File: src/rtl/csa6_pkg.sv
package csa6_pkg;
  localparam int unsigned NUM_OPS    = 6;
  localparam int unsigned PIPE_DEPTH = 4;
  localparam int unsigned GROWTH     = $clog2(NUM_OPS);

  function automatic int unsigned sum_width(input int unsigned op_w);
    return op_w + GROWTH;
  endfunction
endpackage

File: src/rtl/csa_row.sv
// 3:2 carry-save row; carry output already shifted up one bit.
module csa_row #(
  parameter int unsigned W = 19
) (
  input  logic [W-1:0] x_i,
  input  logic [W-1:0] y_i,
  input  logic [W-1:0] z_i,
  output logic [W-1:0] s_o,
  output logic [W-1:0] c_o
);
  assign s_o    = x_i ^ y_i ^ z_i;
  assign c_o[0] = 1'b0;

  for (genvar i = 1; i < W; i++) begin : g_maj
    assign c_o[i] = (x_i[i-1] & y_i[i-1]) | (x_i[i-1] & z_i[i-1]) | (y_i[i-1] & z_i[i-1]);
  end
endmodule

File: src/rtl/pipe_rank.sv
module pipe_rank #(
  parameter int unsigned W = 19
) (
  input  logic         clk_i,
  input  logic         rst_ni,
  input  logic [W-1:0] d_i,
  output logic [W-1:0] q_o
);
  always_ff @(posedge clk_i or negedge rst_ni) begin
    if (!rst_ni) q_o <= '0;
    else         q_o <= d_i;
  end
endmodule

File: src/rtl/rca_adder.sv
// Ripple-carry adder; the carry out of the MSB is discarded because the width already holds the full sum.
module rca_adder #(
  parameter int unsigned W = 19
) (
  input  logic [W-1:0] a_i,
  input  logic [W-1:0] b_i,
  output logic [W-1:0] s_o
);
  logic [W-1:0] cy;
  assign cy[0] = 1'b0;

  for (genvar i = 0; i < W; i++) begin : g_bit
    assign s_o[i] = a_i[i] ^ b_i[i] ^ cy[i];
    if (i < W - 1) begin : g_cy
      assign cy[i+1] = (a_i[i] & b_i[i]) | (cy[i] & (a_i[i] ^ b_i[i]));
    end
  end
endmodule

File: src/rtl/csa6_pipe_adder.sv
module csa6_pipe_adder
  import csa6_pkg::*;
#(
  parameter int unsigned OP_W = 16,
  localparam int unsigned SUM_W = OP_W + csa6_pkg::GROWTH
) (
  input  logic             clk_i,
  input  logic             rst_ni,
  input  logic             valid_i,
  input  logic [OP_W-1:0]  op0_i,
  input  logic [OP_W-1:0]  op1_i,
  input  logic [OP_W-1:0]  op2_i,
  input  logic [OP_W-1:0]  op3_i,
  input  logic [OP_W-1:0]  op4_i,
  input  logic [OP_W-1:0]  op5_i,
  output logic [SUM_W-1:0] sum_o,
  output logic             valid_o
);
  localparam int unsigned PAD_W = SUM_W - OP_W;

  logic [OP_W-1:0]  op_in [NUM_OPS];
  logic [SUM_W-1:0] op_q  [NUM_OPS];

  assign op_in[0] = op0_i;
  assign op_in[1] = op1_i;
  assign op_in[2] = op2_i;
  assign op_in[3] = op3_i;
  assign op_in[4] = op4_i;
  assign op_in[5] = op5_i;

  // rank 0: operand capture, zero-extended to result width
  for (genvar g = 0; g < NUM_OPS; g++) begin : g_rank0
    pipe_rank #(.W(SUM_W)) u_reg (
      .clk_i (clk_i),
      .rst_ni(rst_ni),
      .d_i   ({{PAD_W{1'b0}}, op_in[g]}),
      .q_o   (op_q[g])
    );
  end

  // level 1: two rows, rank 1
  logic [SUM_W-1:0] l1_s [2];
  logic [SUM_W-1:0] l1_c [2];
  logic [SUM_W-1:0] r1_s [2];
  logic [SUM_W-1:0] r1_c [2];

  for (genvar g = 0; g < 2; g++) begin : g_lvl1
    csa_row #(.W(SUM_W)) u_row (
      .x_i(op_q[3*g]),
      .y_i(op_q[3*g+1]),
      .z_i(op_q[3*g+2]),
      .s_o(l1_s[g]),
      .c_o(l1_c[g])
    );
    pipe_rank #(.W(SUM_W)) u_s (
      .clk_i(clk_i), .rst_ni(rst_ni), .d_i(l1_s[g]), .q_o(r1_s[g])
    );
    pipe_rank #(.W(SUM_W)) u_c (
      .clk_i(clk_i), .rst_ni(rst_ni), .d_i(l1_c[g]), .q_o(r1_c[g])
    );
  end

  // level 2: one row on three vectors, fourth vector delayed; rank 2
  logic [SUM_W-1:0] l2_s, l2_c;
  logic [SUM_W-1:0] r2_s, r2_c, r2_pass;

  csa_row #(.W(SUM_W)) u_lvl2 (
    .x_i(r1_s[0]),
    .y_i(r1_c[0]),
    .z_i(r1_s[1]),
    .s_o(l2_s),
    .c_o(l2_c)
  );
  pipe_rank #(.W(SUM_W)) u_r2_s (
    .clk_i(clk_i), .rst_ni(rst_ni), .d_i(l2_s), .q_o(r2_s)
  );
  pipe_rank #(.W(SUM_W)) u_r2_c (
    .clk_i(clk_i), .rst_ni(rst_ni), .d_i(l2_c), .q_o(r2_c)
  );
  pipe_rank #(.W(SUM_W)) u_r2_pass (
    .clk_i(clk_i), .rst_ni(rst_ni), .d_i(r1_c[1]), .q_o(r2_pass)
  );

  // level 3: final row, rank 3
  logic [SUM_W-1:0] l3_s, l3_c;
  logic [SUM_W-1:0] r3_s, r3_c;

  csa_row #(.W(SUM_W)) u_lvl3 (
    .x_i(r2_s),
    .y_i(r2_c),
    .z_i(r2_pass),
    .s_o(l3_s),
    .c_o(l3_c)
  );
  pipe_rank #(.W(SUM_W)) u_r3_s (
    .clk_i(clk_i), .rst_ni(rst_ni), .d_i(l3_s), .q_o(r3_s)
  );
  pipe_rank #(.W(SUM_W)) u_r3_c (
    .clk_i(clk_i), .rst_ni(rst_ni), .d_i(l3_c), .q_o(r3_c)
  );

  // unregistered final resolve
  rca_adder #(.W(SUM_W)) u_rca (
    .a_i(r3_s),
    .b_i(r3_c),
    .s_o(sum_o)
  );

  // valid travels alongside the data ranks
  logic [PIPE_DEPTH-1:0] vld_q;
  pipe_rank #(.W(PIPE_DEPTH)) u_vld (
    .clk_i (clk_i),
    .rst_ni(rst_ni),
    .d_i   ({vld_q[PIPE_DEPTH-2:0], valid_i}),
    .q_o   (vld_q)
  );
  assign valid_o = vld_q[PIPE_DEPTH-1];
endmodule

File: config.mk
export PLATFORM = sky130hd
export DESIGN_NAME = csa6_pipe_adder
export DESIGN_NICKNAME = d
export VERILOG_FILES = /design/src/rtl/csa6_pkg.sv /design/src/rtl/csa_row.sv /design/src/rtl/pipe_rank.sv /design/src/rtl/rca_adder.sv /design/src/rtl/csa6_pipe_adder.sv
export SDC_FILE = /design/constraint.sdc
export NUM_CORES = 1
export LEC_CHECK = 0
export CELL_PAD_IN_SITES_DETAIL_PLACEMENT = 0
export CELL_PAD_IN_SITES_GLOBAL_PLACEMENT = 1
export CORE_MARGIN = 5
export CORE_UTILIZATION = 45
export DETAILED_ROUTE_END_ITERATION = 10
export HOLD_SLACK_MARGIN = 0.06
export PLACE_DENSITY = 0.8
export SETUP_SLACK_MARGIN = 0.15
export SKIP_LAST_GASP = 1
export SYNTH_ARGS = -nofsm -noshare
export SYNTH_HDL_FRONTEND = slang
export SYNTH_SLANG_ARGS = --single-unit
File: constraint.sdc
create_clock -name clk_i -period 7.9 [get_ports clk_i]
set_input_delay 0.79 -clock clk_i [delete_from_list [all_inputs] [get_ports clk_i]]
set_output_delay 0.79 -clock clk_i [all_outputs]
set_load 0.03 [all_outputs]
==> impl_metrics.yaml <==
drt:
  wl_microns: 10900
  vias_per_cell: 4.23
  drt_iter0_drc: 120
  wl_per_cell_microns: 15.2
  drcViolationCount: 0
  drtPass1Iterations: 2
  vias: 3050
  antenna_left: 0
clock_network:
  cts_buffers: 25
  clock_latency_ns: 0.49
  postCtsSetupRepairBufs: 0
  clock-sinks: 246
  clock_path_buffers: 3
  ctsHtreeMaxLevel: 1
  cts_root_buf: "clkbuf_16"
  cts_tree: "yes"
  clkTransAtPathRegs_ns: 0.06
grt:
  grt-busiest-layer: "met2"
  grt_usage_pct: 11.9
  grt_max_degree: 89
  use_met2_pct: 20.8
  grt_pass1_wl_microns: 18900
  grt_pass1_vias: 3747
  grt_overflow: 0
  antenna_found_initial: 0
  grt_use_met1_pct: 15.0
  gr-usage-met3_pct: 2.90
timing:
  min_period_over_period_pct: 95.2
  rsz0062_at_grt: "no"
  hold_ws_ns: 0.289
  setup_viol: 0
  tns_ns: 0
  skew_ns: 0.00604
  fmax_ghz: 0.133
  layout_min_cycle_time_ns: 7.52
  report.final.slew_viol_count: 0
  tightest_slew_ns: 1.01
  relSlewSlack_pct: 32.8
  final_hold_viol_count: 0
worst_setup_path:
  required_ns: 7.11
  slowest_stage: "fa_2"
  cp-end-kind: "output pin"
  cp_common_cell: "fa_1"
  path_max_fanout: 1
  worstPathArrival_ns: 6.73
  worstPathCellList: "ha_1 > fa_1 > fa_1 > fa_2 > fa_1 > fa_2 > fa_2 > fa_2 > fa_2 > fa_2 > fa_1 > fa_1 > inv_1 > fa_1 > inv_1 > fa_1 > fa_1 > ha_1 > buf_4"
  timing.rr.start: "g_rank0[5].u_reg.q_o[9]"
  crit_buf_inv: 3
  worstSetupPathType: "reg -> out"
  slowest_delay_ns: 0.43
  startpoint_type: "register"
  path_delay_family: "adder cells"
  crit_start: "u_r3_s.q_o[2]"
place:
  place.gp.congestion: 0.701
  hpwl_microns: 7600
  dp_cells: 676
  numPortBuffers: 118
synthesis:
  synth_warnings: 0
  synth_mux_area_share_pct: 0
  synth_edf_count: 0
  syn_area_sq_um: 7770
  synthXorXnorAreaFrac_pct: 0
  synth_area_leaders: "dfrtp_1 79%, fa_1 20%, ha_1 0.48%"
  syn-num-nets: 512
  syn_area_per_cell_sq_um: 23.3
  seq_area_frac_synth_pct: 79.2
  syn_inst: 333
  synth_most_common_cell: "dfrtp_1"
  synth_top_cell_area_share_pct: 79.2
  synth_common_cells: "246 x dfrtp_1, 77 x fa_1, 5 x inv_1"
  yosys.area_share.simple_pct: 0
  synth_top_family_by_area: "adder cells"
  ys_seq_elements: 246
  synth_compound_area_share_pct: 0
  synth_largest_area_cell: "dfrtp_1"
  synth_cell_types: 5
  yosys.area_share.adder_pct: 20.3
  yosys_most_used_dff: "dfrtp_1"
  async_flop_share_pct: 100
floorplanning:
  start_util_pct: 45.4
  io-pin-count: 119
  dieArea_sq_um: 20000
  dieWidth_microns: 141
  design.core.area_sq_um: 17100
  die_y_microns: 141
  rows: 48
finish:
  final_cells: 721
  fin_nets: 657
  drive_gt1_share_pct: 10.1
  num_antenna_cells: 0
  final_util_pct: 58.9
  area_growth_pct: 29.7
  n_fill_cell: 1251
pwr:
  p_total_w: 0.00358
  power_density_nw_per_um2: 355
  vdd_drop_max_mv: 0.216
  leakagePower_nw: 4.35
outcome:
  outcome: "complete, no violations"
hold_path:
  worstHoldPathType: "in -> async"
flow_run:
  drv_cap: 0
final cells by class:
class | count | area [sq um] | area share, %
clock buffers | 38 | 734 | 7.29
clock inverters | 7 | 96.3 | 0.956
inverters | 5 | 18.8 | 0.186
multi-input cells | 80 | 1590 | 15.8
flip-flops and latches | 246 | 6160 | 61.1
well taps | 225 | 282 | 2.79
repair buffers | 120 | 1190 | 11.8
timing repair:
item,4_1_cts,5_1_grt
gates resized for setup,16,5
pin swaps,0,1
setup endpoints to repair,4,4
hold buffers,0,0
metal layers:
layer	share of wire (%)	wire, microns
met1	37	4080
met2	55	6050
met3	4.9	537
met4	2.4	264
met5	0	0
state kept, by name (all words and copies together), names as in the netlist:
| name | cells |
|---|---|
| g_lvl1.u_c.q_o | 32 |
| g_lvl1.u_s.q_o | 32 |
| g_rank0.u_reg.q_o | 96 |
| u_r2_c.q_o | 16 |
| u_r2_pass.q_o | 16 |
| u_r2_s.q_o | 17 |
| u_r3_c.q_o | 16 |
| u_r3_s.q_o | 17 |
| u_vld.q_o | 4 |
placed cells by master, fill, tap and decap left out:
| cell | netlist | routed |
|---|---|---|
| buf_2 | 0 | 1 |
| buf_4 | 2 | 3 |
| buf_8 | 0 | 1 |
| bufinv_16 | 0 | 2 |
| clkbuf_1 | 0 | 7 |
| clkbuf_16 | 0 | 25 |
| clkbuf_8 | 0 | 6 |
| clkdlybuf4s18_2 | 0 | 1 |
| clkdlybuf4s50_1 | 0 | 114 |
| clkinv_2 | 0 | 1 |
| clkinv_4 | 0 | 1 |
| clkinvlp_4 | 0 | 3 |
| dfrtp_1 | 246 | 246 |
| fa_1 | 77 | 71 |
| fa_2 | 0 | 6 |
| ha_1 | 3 | 3 |
| inv_1 | 5 | 5 |
final timing paths:
| check | endpoint | slack (ns) | cells after the start |
|---|---|---|---|
| max in group asynchronous | g_rank0[4].u_reg.q_o[10] | 6.16 | 2 |
| max reg2reg | g_lvl1[1].u_s.q_o[9] | 6.85 | 1 |
| min reg2reg | u_r2_pass.q_o[3] | 0.35 | 0 |
| min in group clk_i | u_r2_pass.q_o[3] | 0.35 | 0 |
| max | sum_o[17] | 0.38 | 19 |
| min | g_rank0[1].u_reg.q_o[0] | 0.29 | 1 |
stage by stage:
step / instance area [sq um] / worst slack, ns
6_report: 10100 / 0.381
4_1_cts: 10100 / 0.108
3_3_place_gp: 9240 / 0.164
5_1_grt: 10100 / 0.173
3_5_place_dp: 9240 / 0.110
2_1_floorplan: 7770 / 1.00
cells by family (layout without fill, tap and decap cells):
group                      after synthesis  in the layout
adders and majority gates               80             80
buffers and inverters                    7            170
DFF                                    246            246
power by group:
part           total [W]  leakage (nW)  internal, W  switching [W]
Sequential       0.00155          2.87      0.00145       0.000104
Clock            0.00115         0.396     0.000706       0.000442
Combinational   0.000877          1.09     0.000387       0.000490
Total            0.00358          4.35      0.00254        0.00104
Note: power is estimated with default switching activity, not from simulation.
